`src/rtl/rxq_pkg.sv`:
```
package rxq_pkg;

    typedef enum logic [2:0] {
        ST_IDLE,
        ST_START,
        ST_DATA,
        ST_PAR,
        ST_STOP,
        ST_BRK,
        ST_WAITHI
    } rx_state_e;

    typedef struct packed {
        logic oe;
        logic be;
        logic pe;
        logic fe;
    } rx_flags_t;

    localparam int FLAG_W = 4;

endpackage

```
`src/rtl/rxq_sync.sv`:
```
module rxq_sync #(
    parameter int  STAGES    = 2,
    parameter logic RESET_VAL = 1'b1
) (
    input  logic clk,
    input  logic rst_n,
    input  logic async_i,
    output logic sync_o
);
    logic [STAGES-1:0] chain_q, chain_d;

    always_comb begin
        chain_d = {chain_q[STAGES-2:0], async_i};
    end

    always_ff @(posedge clk or negedge rst_n) begin
        if (!rst_n) chain_q <= {STAGES{RESET_VAL}};
        else        chain_q <= chain_d;
    end

    assign sync_o = chain_q[STAGES-1];
endmodule

```
`src/rtl/rxq_framer.sv`:
```
module rxq_framer
    import rxq_pkg::*;
#(
    parameter int DATA_W = 8,
    parameter int OSR    = 16
) (
    input  logic              clk,
    input  logic              rst_n,
    input  logic              tick_i,
    input  logic              line_i,
    input  logic              par_en_i,
    input  logic              par_odd_i,
    output logic              push_o,
    output logic [DATA_W-1:0] data_o,
    output rx_flags_t         flags_o
);
    localparam int CNT_W = $clog2(OSR);
    localparam int IDX_W = (DATA_W > 1) ? $clog2(DATA_W) : 1;
    localparam logic [CNT_W-1:0] CNT_LAST = CNT_W'(OSR - 1);
    localparam logic [CNT_W-1:0] CNT_HALF = CNT_W'(OSR / 2 - 1);
    localparam logic [IDX_W-1:0] IDX_LAST = IDX_W'(DATA_W - 1);

    typedef struct packed {
        rx_state_e         st;
        logic [CNT_W-1:0]  cnt;
        logic [IDX_W-1:0]  idx;
        logic [DATA_W-1:0] sh;
        logic              allz;
        logic              pe;
        logic              prev;
        logic              push;
        logic [DATA_W-1:0] dout;
        rx_flags_t         fl;
    } fr_t;

    fr_t q, d;
    logic at_bit, at_half;

    always_comb begin
        at_bit  = tick_i && (q.cnt == CNT_LAST);
        at_half = tick_i && (q.cnt == CNT_HALF);
        d       = q;
        d.push  = 1'b0;
        if (tick_i) d.prev = line_i;
        case (q.st)
            ST_IDLE: begin
                if (tick_i && q.prev && !line_i) begin
                    d.st  = ST_START;
                    d.cnt = '0;
                end
            end
            ST_START: begin
                if (at_half) begin
                    d.cnt = '0;
                    if (line_i) begin
                        d.st = ST_IDLE;
                    end else begin
                        d.st   = ST_DATA;
                        d.idx  = '0;
                        d.allz = 1'b1;
                        d.pe   = 1'b0;
                    end
                end else if (tick_i) begin
                    d.cnt = q.cnt + 1'b1;
                end
            end
            ST_DATA: begin
                if (at_bit) begin
                    d.cnt  = '0;
                    d.sh   = {line_i, q.sh[DATA_W-1:1]};
                    d.allz = q.allz & ~line_i;
                    if (q.idx == IDX_LAST) d.st = par_en_i ? ST_PAR : ST_STOP;
                    else                   d.idx = q.idx + 1'b1;
                end else if (tick_i) begin
                    d.cnt = q.cnt + 1'b1;
                end
            end
            ST_PAR: begin
                if (at_bit) begin
                    d.cnt  = '0;
                    d.pe   = (^q.sh) ^ line_i ^ par_odd_i;
                    d.allz = q.allz & ~line_i;
                    d.st   = ST_STOP;
                end else if (tick_i) begin
                    d.cnt = q.cnt + 1'b1;
                end
            end
            ST_STOP: begin
                if (at_bit) begin
                    d.cnt = '0;
                    if (!line_i && q.allz) begin
                        d.st = ST_BRK;
                    end else begin
                        d.st   = ST_IDLE;
                        d.push = 1'b1;
                        d.dout = q.sh;
                        d.fl   = '{oe: 1'b0, be: 1'b0, pe: q.pe, fe: ~line_i};
                    end
                end else if (tick_i) begin
                    d.cnt = q.cnt + 1'b1;
                end
            end
            ST_BRK: begin
                if (at_bit) begin
                    d.cnt  = '0;
                    d.push = 1'b1;
                    d.dout = '0;
                    if (!line_i) begin
                        d.st = ST_WAITHI;
                        d.fl = '{oe: 1'b0, be: 1'b1, pe: 1'b0, fe: 1'b1};
                    end else begin
                        d.st = ST_IDLE;
                        d.fl = '{oe: 1'b0, be: 1'b0, pe: q.pe, fe: 1'b1};
                    end
                end else if (tick_i) begin
                    d.cnt = q.cnt + 1'b1;
                end
            end
            ST_WAITHI: begin
                if (tick_i && line_i) d.st = ST_IDLE;
            end
            default: d.st = ST_IDLE;
        endcase
    end

    always_ff @(posedge clk or negedge rst_n) begin
        if (!rst_n) begin
            q      <= '0;
            q.st   <= ST_IDLE;
        end else begin
            q <= d;
        end
    end

    assign push_o  = q.push;
    assign data_o  = q.dout;
    assign flags_o = q.fl;

    AST_GLITCH_TO_IDLE: assert property (@(posedge clk) disable iff (!rst_n)
        (q.st == ST_START && at_half && line_i) |=> (q.st == ST_IDLE && !push_o));
    AST_PUSH_SINGLE: assert property (@(posedge clk) disable iff (!rst_n)
        push_o |=> !push_o);
    AST_BREAK_SHAPE: assert property (@(posedge clk) disable iff (!rst_n)
        (push_o && flags_o.be) |-> (flags_o.fe && data_o == '0 && !flags_o.pe));
    AST_WAITHI_QUIET: assert property (@(posedge clk) disable iff (!rst_n)
        (q.st == ST_WAITHI && !line_i) |=> (q.st == ST_WAITHI));
endmodule

```
`src/rtl/rxq_fifo.sv`:
```
module rxq_fifo #(
    parameter int WIDTH = 12,
    parameter int DEPTH = 16
) (
    input  logic             clk,
    input  logic             rst_n,
    input  logic             wr_i,
    input  logic [WIDTH-1:0] wdata_i,
    input  logic             rd_i,
    output logic [WIDTH-1:0] rdata_o,
    output logic             empty_o,
    output logic             full_o
);
    localparam int AW = $clog2(DEPTH);
    localparam logic [AW:0] CNT_FULL = (AW+1)'(DEPTH);

    typedef struct packed {
        logic [AW-1:0] wp;
        logic [AW-1:0] rp;
        logic [AW:0]   cnt;
    } ptr_t;

    ptr_t q, d;
    logic [WIDTH-1:0] mem_q [DEPTH];

    always_comb begin
        d = q;
        if (wr_i) d.wp = (q.wp == AW'(DEPTH - 1)) ? '0 : q.wp + 1'b1;
        if (rd_i) d.rp = (q.rp == AW'(DEPTH - 1)) ? '0 : q.rp + 1'b1;
        case ({wr_i, rd_i})
            2'b10:   d.cnt = q.cnt + 1'b1;
            2'b01:   d.cnt = q.cnt - 1'b1;
            default: d.cnt = q.cnt;
        endcase
    end

    always_ff @(posedge clk or negedge rst_n) begin
        if (!rst_n) q <= '0;
        else        q <= d;
    end

    always_ff @(posedge clk) begin
        if (wr_i) mem_q[q.wp] <= wdata_i;
    end

    assign rdata_o = mem_q[q.rp];
    assign empty_o = (q.cnt == '0);
    assign full_o  = (q.cnt == CNT_FULL);

    AST_CNT_RANGE: assert property (@(posedge clk) disable iff (!rst_n)
        q.cnt <= CNT_FULL);
    AST_NO_EMPTY_POP: assert property (@(posedge clk) disable iff (!rst_n)
        rd_i |-> !empty_o);
    AST_POP_SHRINKS: assert property (@(posedge clk) disable iff (!rst_n)
        (rd_i && !wr_i) |=> (q.cnt == $past(q.cnt) - 1'b1));
endmodule

```
`src/rtl/serial_rx_errfifo.sv`:
```
module serial_rx_errfifo
    import rxq_pkg::*;
#(
    parameter int DATA_W = 8,
    parameter int DEPTH  = 16,
    parameter int OSR    = 16
) (
    input  logic              clk,
    input  logic              rst_n,
    input  logic              os_tick,
    input  logic              rx_line,
    input  logic              par_en,
    input  logic              par_odd,
    input  logic              rd_en,
    output logic [DATA_W-1:0] rd_byte,
    output logic              rd_oe,
    output logic              rd_be,
    output logic              rd_pe,
    output logic              rd_fe,
    output logic              rx_empty,
    output logic              rx_full,
    output logic [3:0]        err_sticky,
    input  logic              err_clr
);
    localparam int ENTRY_W = DATA_W + FLAG_W;

    typedef struct packed {
        logic       oe_pend;
        logic [3:0] sticky;
    } top_t;

    top_t q, d;

    logic              line_s;
    logic              f_push;
    logic [DATA_W-1:0] f_data;
    rx_flags_t         f_flags;
    logic              q_wr, q_rd, q_empty, q_full, drop;
    logic [ENTRY_W-1:0] wentry, rentry;
    logic [3:0]        new_bits;

    rxq_sync #(.STAGES(2), .RESET_VAL(1'b1)) i_sync (
        .clk(clk), .rst_n(rst_n), .async_i(rx_line), .sync_o(line_s)
    );

    rxq_framer #(.DATA_W(DATA_W), .OSR(OSR)) i_framer (
        .clk(clk), .rst_n(rst_n), .tick_i(os_tick), .line_i(line_s),
        .par_en_i(par_en), .par_odd_i(par_odd),
        .push_o(f_push), .data_o(f_data), .flags_o(f_flags)
    );

    always_comb begin
        q_rd     = rd_en && !q_empty;
        q_wr     = f_push && (!q_full || q_rd);
        drop     = f_push && !q_wr;
        wentry   = {q.oe_pend, f_flags.be, f_flags.pe, f_flags.fe, f_data};
        new_bits = f_push ? {drop, f_flags.be, f_flags.pe, f_flags.fe} : 4'b0000;
        d         = q;
        if (drop)      d.oe_pend = 1'b1;
        else if (q_wr) d.oe_pend = 1'b0;
        d.sticky  = (err_clr ? 4'b0000 : q.sticky) | new_bits;
    end

    always_ff @(posedge clk or negedge rst_n) begin
        if (!rst_n) q <= '0;
        else        q <= d;
    end

    rxq_fifo #(.WIDTH(ENTRY_W), .DEPTH(DEPTH)) i_fifo (
        .clk(clk), .rst_n(rst_n), .wr_i(q_wr), .wdata_i(wentry),
        .rd_i(q_rd), .rdata_o(rentry), .empty_o(q_empty), .full_o(q_full)
    );

    assign rd_byte    = rentry[DATA_W-1:0];
    assign rd_fe      = rentry[DATA_W];
    assign rd_pe      = rentry[DATA_W+1];
    assign rd_be      = rentry[DATA_W+2];
    assign rd_oe      = rentry[DATA_W+3];
    assign rx_empty   = q_empty;
    assign rx_full    = q_full;
    assign err_sticky = q.sticky;

    AST_DROP_ONLY_FULL: assert property (@(posedge clk) disable iff (!rst_n)
        drop |-> (rx_full && !rd_en));
    AST_DROP_MARKS_OE: assert property (@(posedge clk) disable iff (!rst_n)
        drop |=> (q.oe_pend && err_sticky[3]));
    AST_STICKY_CLEARS: assert property (@(posedge clk) disable iff (!rst_n)
        (err_clr && !f_push) |=> (err_sticky == 4'b0000));
    AST_FULL_NOT_EMPTY: assert property (@(posedge clk) disable iff (!rst_n)
        !(rx_full && rx_empty));
endmodule

```
`config.mk`:
```
export PLATFORM = sky130hd
export DESIGN_NAME = serial_rx_errfifo
export DESIGN_NICKNAME = d
export VERILOG_FILES = /design/src/rtl/rxq_pkg.sv /design/src/rtl/rxq_sync.sv /design/src/rtl/rxq_framer.sv /design/src/rtl/rxq_fifo.sv /design/src/rtl/serial_rx_errfifo.sv
export SDC_FILE = /design/constraint.sdc
export NUM_CORES = 1
export LEC_CHECK = 0
export BUFFER_PORTS_ARGS = -buffer_cell sky130_fd_sc_hd__clkbuf_2
export CORE_MARGIN = 2
export CORE_UTILIZATION = 60
export DETAILED_ROUTE_END_ITERATION = 8
export GPL_TIMING_DRIVEN = 0
export PLACE_DENSITY = 0.81
export SYNTH_ARGS = -nofsm -noshare
export SYNTH_HDL_FRONTEND = slang
export SYNTH_SLANG_ARGS = --single-unit
```
`constraint.sdc`:
```
create_clock -name clk -period 3.1 [get_ports clk]
set_input_delay 0.31 -clock clk [delete_from_list [all_inputs] [get_ports clk]]
set_output_delay 0.31 -clock clk [all_outputs]
set_load 0.01 [all_outputs]
```
# Yosys cells after proc, flatten, opt, wreduce, memory -nomap -nowiden
# Memories as Yosys holds them, arrays and structs flattened.
# Cells that the tools add are included.
word_totals:
  ram_bits: 192
  output_inout_bits: 18
  register_bits: 53
  inputBits: 8
  mem_count: 1
  wordCells: 128
op_classes:
  addsub: 6
  eq_ne: 25
  muxes: 41
  n_reduce_logical: 32
  bitwise_logic: 5
mem_list:
  columns: ["name", "words", "width", "read_ports", "rd_clocked_by_memory_dff", "write_ports", "line_no", "rtl"]
  rows:
  - ["i_fifo.mem_q", 16, 12, 1, 0, 1, "rxq_fifo.sv:24", "logic [WIDTH-1:0] mem_q [DEPTH];"]
ops:
  columns: ["cell", "n"]
  rows:
  - ["two-way mux 3 bit", 14]
  - ["two-way mux 13 bit", 3]
  - ["two-way mux 4 bit", 7]
  - ["one-hot mux 13 bit (2 select lines)", 1]
  - ["one-hot mux 3 bit (7 select lines)", 1]
  - ["inequality test 2 x 1 -> 1 bit (second input constant)", 8]
  - ["adder 4 x 1 -> 4 bit (second input constant)", 3]
  - ["== test 3 bit (second input constant)", 4]
  - ["== test 4 bit (second input constant)", 3]
  - ["two-way mux 12 bit", 1]
  - ["one-hot mux 4 bit (3 select lines)", 1]
  - ["one-hot mux 5 bit (2 select lines)", 1]
  - ["AND reduction 5 bit", 2]
  - ["nonzero test 2 bit", 5]
  - ["logical AND 1 bit", 9]
  - ["two-way mux 2 bit", 4]
  - ["AND reduction 4 bit", 2]
  - ["AND reduction 8 bit", 1]
  - ["XOR reduction 8 bit", 1]
  - ["two-way mux 7 bit", 1]
  - ["== test 3 x 2 -> 1 bit (second input constant)", 2]
  - ["inequality test 2 bit (second input constant)", 3]
  - ["one-hot mux 3 bit (2 select lines)", 1]
  - ["nonzero test 3 bit", 2]
  - ["21 further kinds", 29]

# Logic depth before layout (Yosys ltp)
logic_depth:
  word_depth: 9
  mapped_depth: 9
  depth_no_buf: 8

# By module
# From an unflattened synthesis, not the netlist that was laid out.
unflattened:
  cells_unflattened: 618
  hier_area_um2: 10372.4
modules_own_cells:
  columns: ["module", "seq_area_each_um2", "instances", "cells_per_inst", "area_each_um2"]
  rows:
  - ["rxq_fifo", 6090.8, 1, 397, 8062.7]
  - ["rxq_framer", 825.8, 1, 193, 2013.2]
  - ["serial_rx_errfifo", 125.1, 1, 26, 244.0]
  - ["rxq_sync", 52.6, 1, 2, 52.6]

# Worst setup path after synthesis
# OpenSTA, ideal clock, no wires.
synth_timing:
  kind: "reg-to-reg"
  start: "register i_fifo.q[3] (netlist bit)"
  end: "register i_fifo.q[4] (netlist bit)"
  synth_period_minus_slack_ns: 2.579
  arrival_time_ns: 2.459
  setup_ns: 0.120
  path_stages_with_launch: 10
  path_slack_ns: 0.521
  path_buffers: 1
  required_ns: 2.980
  path_cell_list: "dfrtp_1 -> or4_1 -> buf_6 -> o21ai_4 -> nor2_1 -> fa_1 -> a21o_1 -> a21oi_1 -> mux2i_1 -> nor3_1"
synth_between:
  elab_chain_len: 7
  elab_cells_between_ends: 13
  cone_classes: "2 x add/sub; 3 x eq/ne; 1 x mux; 7 x reduce/logical"
synth_lines:
  columns: ["item", "line_no", "rtl"]
  rows:
  - ["start: declaration", "rxq_fifo.sv:23", "ptr_t q, d;"]
  - ["start signal: assignment", "rxq_fifo.sv:38", "if (!rst_n) q <= '0;"]
  - ["start signal: assignment", "rxq_fifo.sv:39", "else q <= d;"]
  - ["logical NOT 5 bit", "rxq_fifo.sv:47", "assign empty_o = (q.cnt == '0);"]
  - ["logical NOT 1 bit", "serial_rx_errfifo.sv:53", "q_rd = rd_en && !q_empty;"]
  - ["logical AND 1 bit", "serial_rx_errfifo.sv:53", null]
  - ["logical OR 1 bit", "serial_rx_errfifo.sv:54", "q_wr = f_push && (!q_full || q_rd);"]
  - ["logical AND 1 bit", "serial_rx_errfifo.sv:54", null]
  - ["== test 2 x 1 -> 1 bit or == test 2 bit (tied branches)", "rxq_fifo.sv:30", "case ({wr_i, rd_i})"]
  - ["one-hot mux 5 bit (2 select lines) or nonzero test 2 bit (tied branches)", null, null]
# Parallel ways exist; a longest one is shown, timed or not.
# A chain may end at the register's enable or synchronous reset.

# Final worst setup path
layout_timing:
  start: "register i_fifo.q[6] (netlist bit)"
  end: "output rd_byte[3]"
layout_between:
  elab_chain_len: 1
layout_lines:
  columns: ["item", "line_no", "rtl"]
  rows:
  - ["memory read (16 x 12 bit)", null, null]
  - ["end: declaration", "serial_rx_errfifo.sv:15", "output logic [DATA_W-1:0] rd_byte,"]
# No other way between the ends.

==> impl_metrics.ini <==
[yosys]
synth-simple-area-share_pct = 4.796
synth_top_family_by_area = multiplexers
synth_compound_area_share_pct = 8.146
synthTopCellsByArea = edfxtp_1 (57%), dfrtp_1 (13%), mux4_2 (5.3%)
synth_common_cells = edfxtp_1 (192), dfrtp_1 (51), mux2i_1 (50), nand2_1 (32), o21ai_0 (27)
yosysTopAreaCell = edfxtp_1
syn_avg_cell_area_um2 = 16.49
synth_cells = 614
synth_top_flop_cell = edfxtp_1
synthXorXnorAreaFrac_pct = 1.347
synth_warnings = 0
yosysMostFrequentCell = edfxtp_1
synth_fa_ha_area_share_pct = 1.557
synth_top_area_share_pct = 56.96
ys_seq_area_share_pct = 70.09
yosysUniqueCellTypes = 56
synth_seq_cells = 245
syn-cell-area_mm2 = 0.01012
synth_edf_count = 192
ys_async_sr_fraction_pct = 21.63
syn_nets = 634
synthMuxAreaShare_pct = 11.95

[power_and_ir_drop]
pwr-share-clk_pct = 32.3
combinationalPowerShare_pct = 26.7
irDropWorstVdd_mv = 0.4127
switching_power_w = 0.002756
sw_frac_of_total_pct = 30.22
p_int_w = 0.006364
p_leak_nw = 4.228
power_density_mw_per_mm2 = 797.0
seqPwrFrac_pct = 41.0

[clock_tree]
clock_latency_ns = 0.51
cts_buffer_depth = 3
cts_setup_buffers = 0
cts_num_sinks = 245
cts_root_buf = clkbuf_16
path_clk_slew_ns = 0.06
cts_tree = yes
cts_made_buffers = 24
h-tree-depth = 1

[die]
initial_core_util_pct = 61.26
fp.dieArea_mm2 = 0.01793
die_y_um = 133.9
rows = 47
dieWidth_um = 133.9
core-area_mm2 = 0.01652
io-pin-count = 26

[route]
routed_wl_um = 21640
drc = 0
vias_per_cell = 6.413
first_iter_violations = 549
drtAntennaViolNets = 0
routed-via-count = 5829
firstDrtPassIters = 5
wl_per_cell_um = 23.81

[sta]
period_needed_ns = 2.920
rsz0062_at_grt = no
tightestPinTransition_ns = 1.415
fmax_ghz = 0.3425
fin_crit_sh_pct = 94.20
finalHoldViolCount = 0
setup_viol = 0
finClkSkew_ns = 0.01365
drv_slew = 0
slew_headroom_pct = 5.346
tns_ns = 0
hold_slack_ns = 0.03226

[worst_setup_path]
critPathKind = register to output pin
endpoint_kind = output pin
r2r_cells = 9
crit_path_max_fanout = 10
cp_data_required_time_ns = 2.79
cp-start-kind = register
worstPathArrival_ns = 2.61

[outcome]
outcome = completed

[grt]
grt_pass1_vias = 5926
antenna_found_initial = 0
grt_max_degree = 54
track_usage_pct = 24.62
overflow = 0
grt_pass1_wl_um = 33590

[final_layout]
stdcell_count = 909
areaGrowthSynthToFinish_pct = 13.05
diodes = 0
final_util_pct = 69.25
drive_gt1_share_pct = 19.88
final_nets = 691

[flow_run]
cap_violations = 0

[placement]
dp_cells = 863
io_buffer_count = 25
gp_congestion = 0.8442
dp_hpwl_um = 13490

[hold_path]
hold_depth = 2
hp-class = primary input to register
-- metal layers --
layer  GRT usage [%]  part of all wire, %  wire, um  up-vias
met4           5.792                  1.6       342        0
met2           43.68                   53     11370      277
li1                -                    -         -     2543
met3           3.477                  6.5      1407       32
met5               0                    0         0        -
met1           32.63                   39      8522     2977
-- kinds of logic (layout without fill, tap and decap cells) --
group                    after synthesis  count (layout)
AND/OR/NAND/NOR                       96              96
XOR/XNOR                              14              14
multiplexers                          89              89
AO/OA/AOI/OAI                        111             111
flip-flops                           245             245
buffers and inverters                 47             122
adder cells (fa/ha/maj)               12              12
-- per-stage QoR --
step	power [W]	area (um2)	setup WS (ns)
after floorplan	0.005453	10120	0.5213
after global placement	0.006080	10520	0.01251
after detailed placement	0.006181	10590	0.1574
after CTS	0.009116	11410	0.08846
after global routing	0.009458	11440	0.03421
final	0.009120	11440	0.1799
-- power groups by stage --
stage | clock network (W) | logic (W) | registers [W]
floorplan | 0 | 0.00171 | 0.00374
finish | 0.00295 | 0.00244 | 0.00374
CTS | 0.00297 | 0.00244 | 0.00371
detailed placement | 0 | 0.00241 | 0.00378
global route | 0.00309 | 0.00262 | 0.00375
global placement | 0 | 0.00232 | 0.00376
-- state kept, by name (all words and copies together) (netlist names) --
signal / count
i_fifo.mem_q: 192
i_framer.q: 21
i_fifo.q: 13
i_framer.data_o: 8
err_sticky: 4
i_framer.flags_o: 3
i_sync.chain_q: 2
i_framer.push_o: 1
q: 1
-- area by class of cell --
cell class / count / area [um2]
Multi-Input combinational cell: 322 / 2844
Buffer: 33 / 162.7
Sequential cell: 245 / 7094
Timing Repair Buffer: 32 / 210.2
Fill cell: 1042 / 5081
Inverter: 13 / 48.80
Clock inverter: 14 / 153.9
Clock buffer: 30 / 654.4
Tap cell: 220 / 275.3
-- layout by cell type, fill, tap and decap left out, types with 3 or more instances in the layout --
cell,n
a21oi_1,5
mux2_2,12
ha_1,11
nand3_1,7
nand2b_1,9
mux4_2,24
buf_6,5
xnor2_1,9
nand4_1,5
edfxtp_1,192
xor2_1,4
mux2i_1,50
nand2_1,32
nor2b_1,3
inv_1,13
bufinv_16,3
nor3_1,3
a22o_1,10
clkinv_2,8
nor2_1,20
mux2_1,3
clkbuf_1,18
nand4b_1,3
dfrtp_1,51
buf_2,13
o21ai_0,27
clkbuf_16,25
o211ai_1,3
buf_4,4
clkbuf_2,25
a221oi_1,23
nor3_2,4
a22oi_1,14
a21o_1,7
-- worst max-delay path: stages, from the launching register on --
cell and delay (ns):
dfrtp_1 0.40, buf_2 0.21, and2_1 0.18, clkbuf_1 0.15
buf_2 0.24, a221oi_1 0.49, o21ai_0 0.18, nand2_1 0.12
clkbuf_2 0.13
-- what timing repair did --
action | CTS | global route
resized for setup | 0 | 4
hold buffers | 1 | 1
hold endpoints to repair | 1 | 11
setup endpoints to repair | 0 | 3
-- path summary, 6_finish.rpt --
path,startpoint,to,slack [ns]
max in group asynchronous,rst_n,i_sync.chain_q[1],2.29
worst min register to register,i_sync.chain_q[0],i_sync.chain_q[1],0.36
worst max register to register,i_fifo.q[3],i_fifo.q[4],0.20
worst max-delay path,i_fifo.q[6],rd_byte[3],0.18
worst min-delay path,err_clr,err_sticky[2],0.03
min in group asynchronous,rst_n,err_sticky[2],0.23
(Power assumes the default switching activity.)
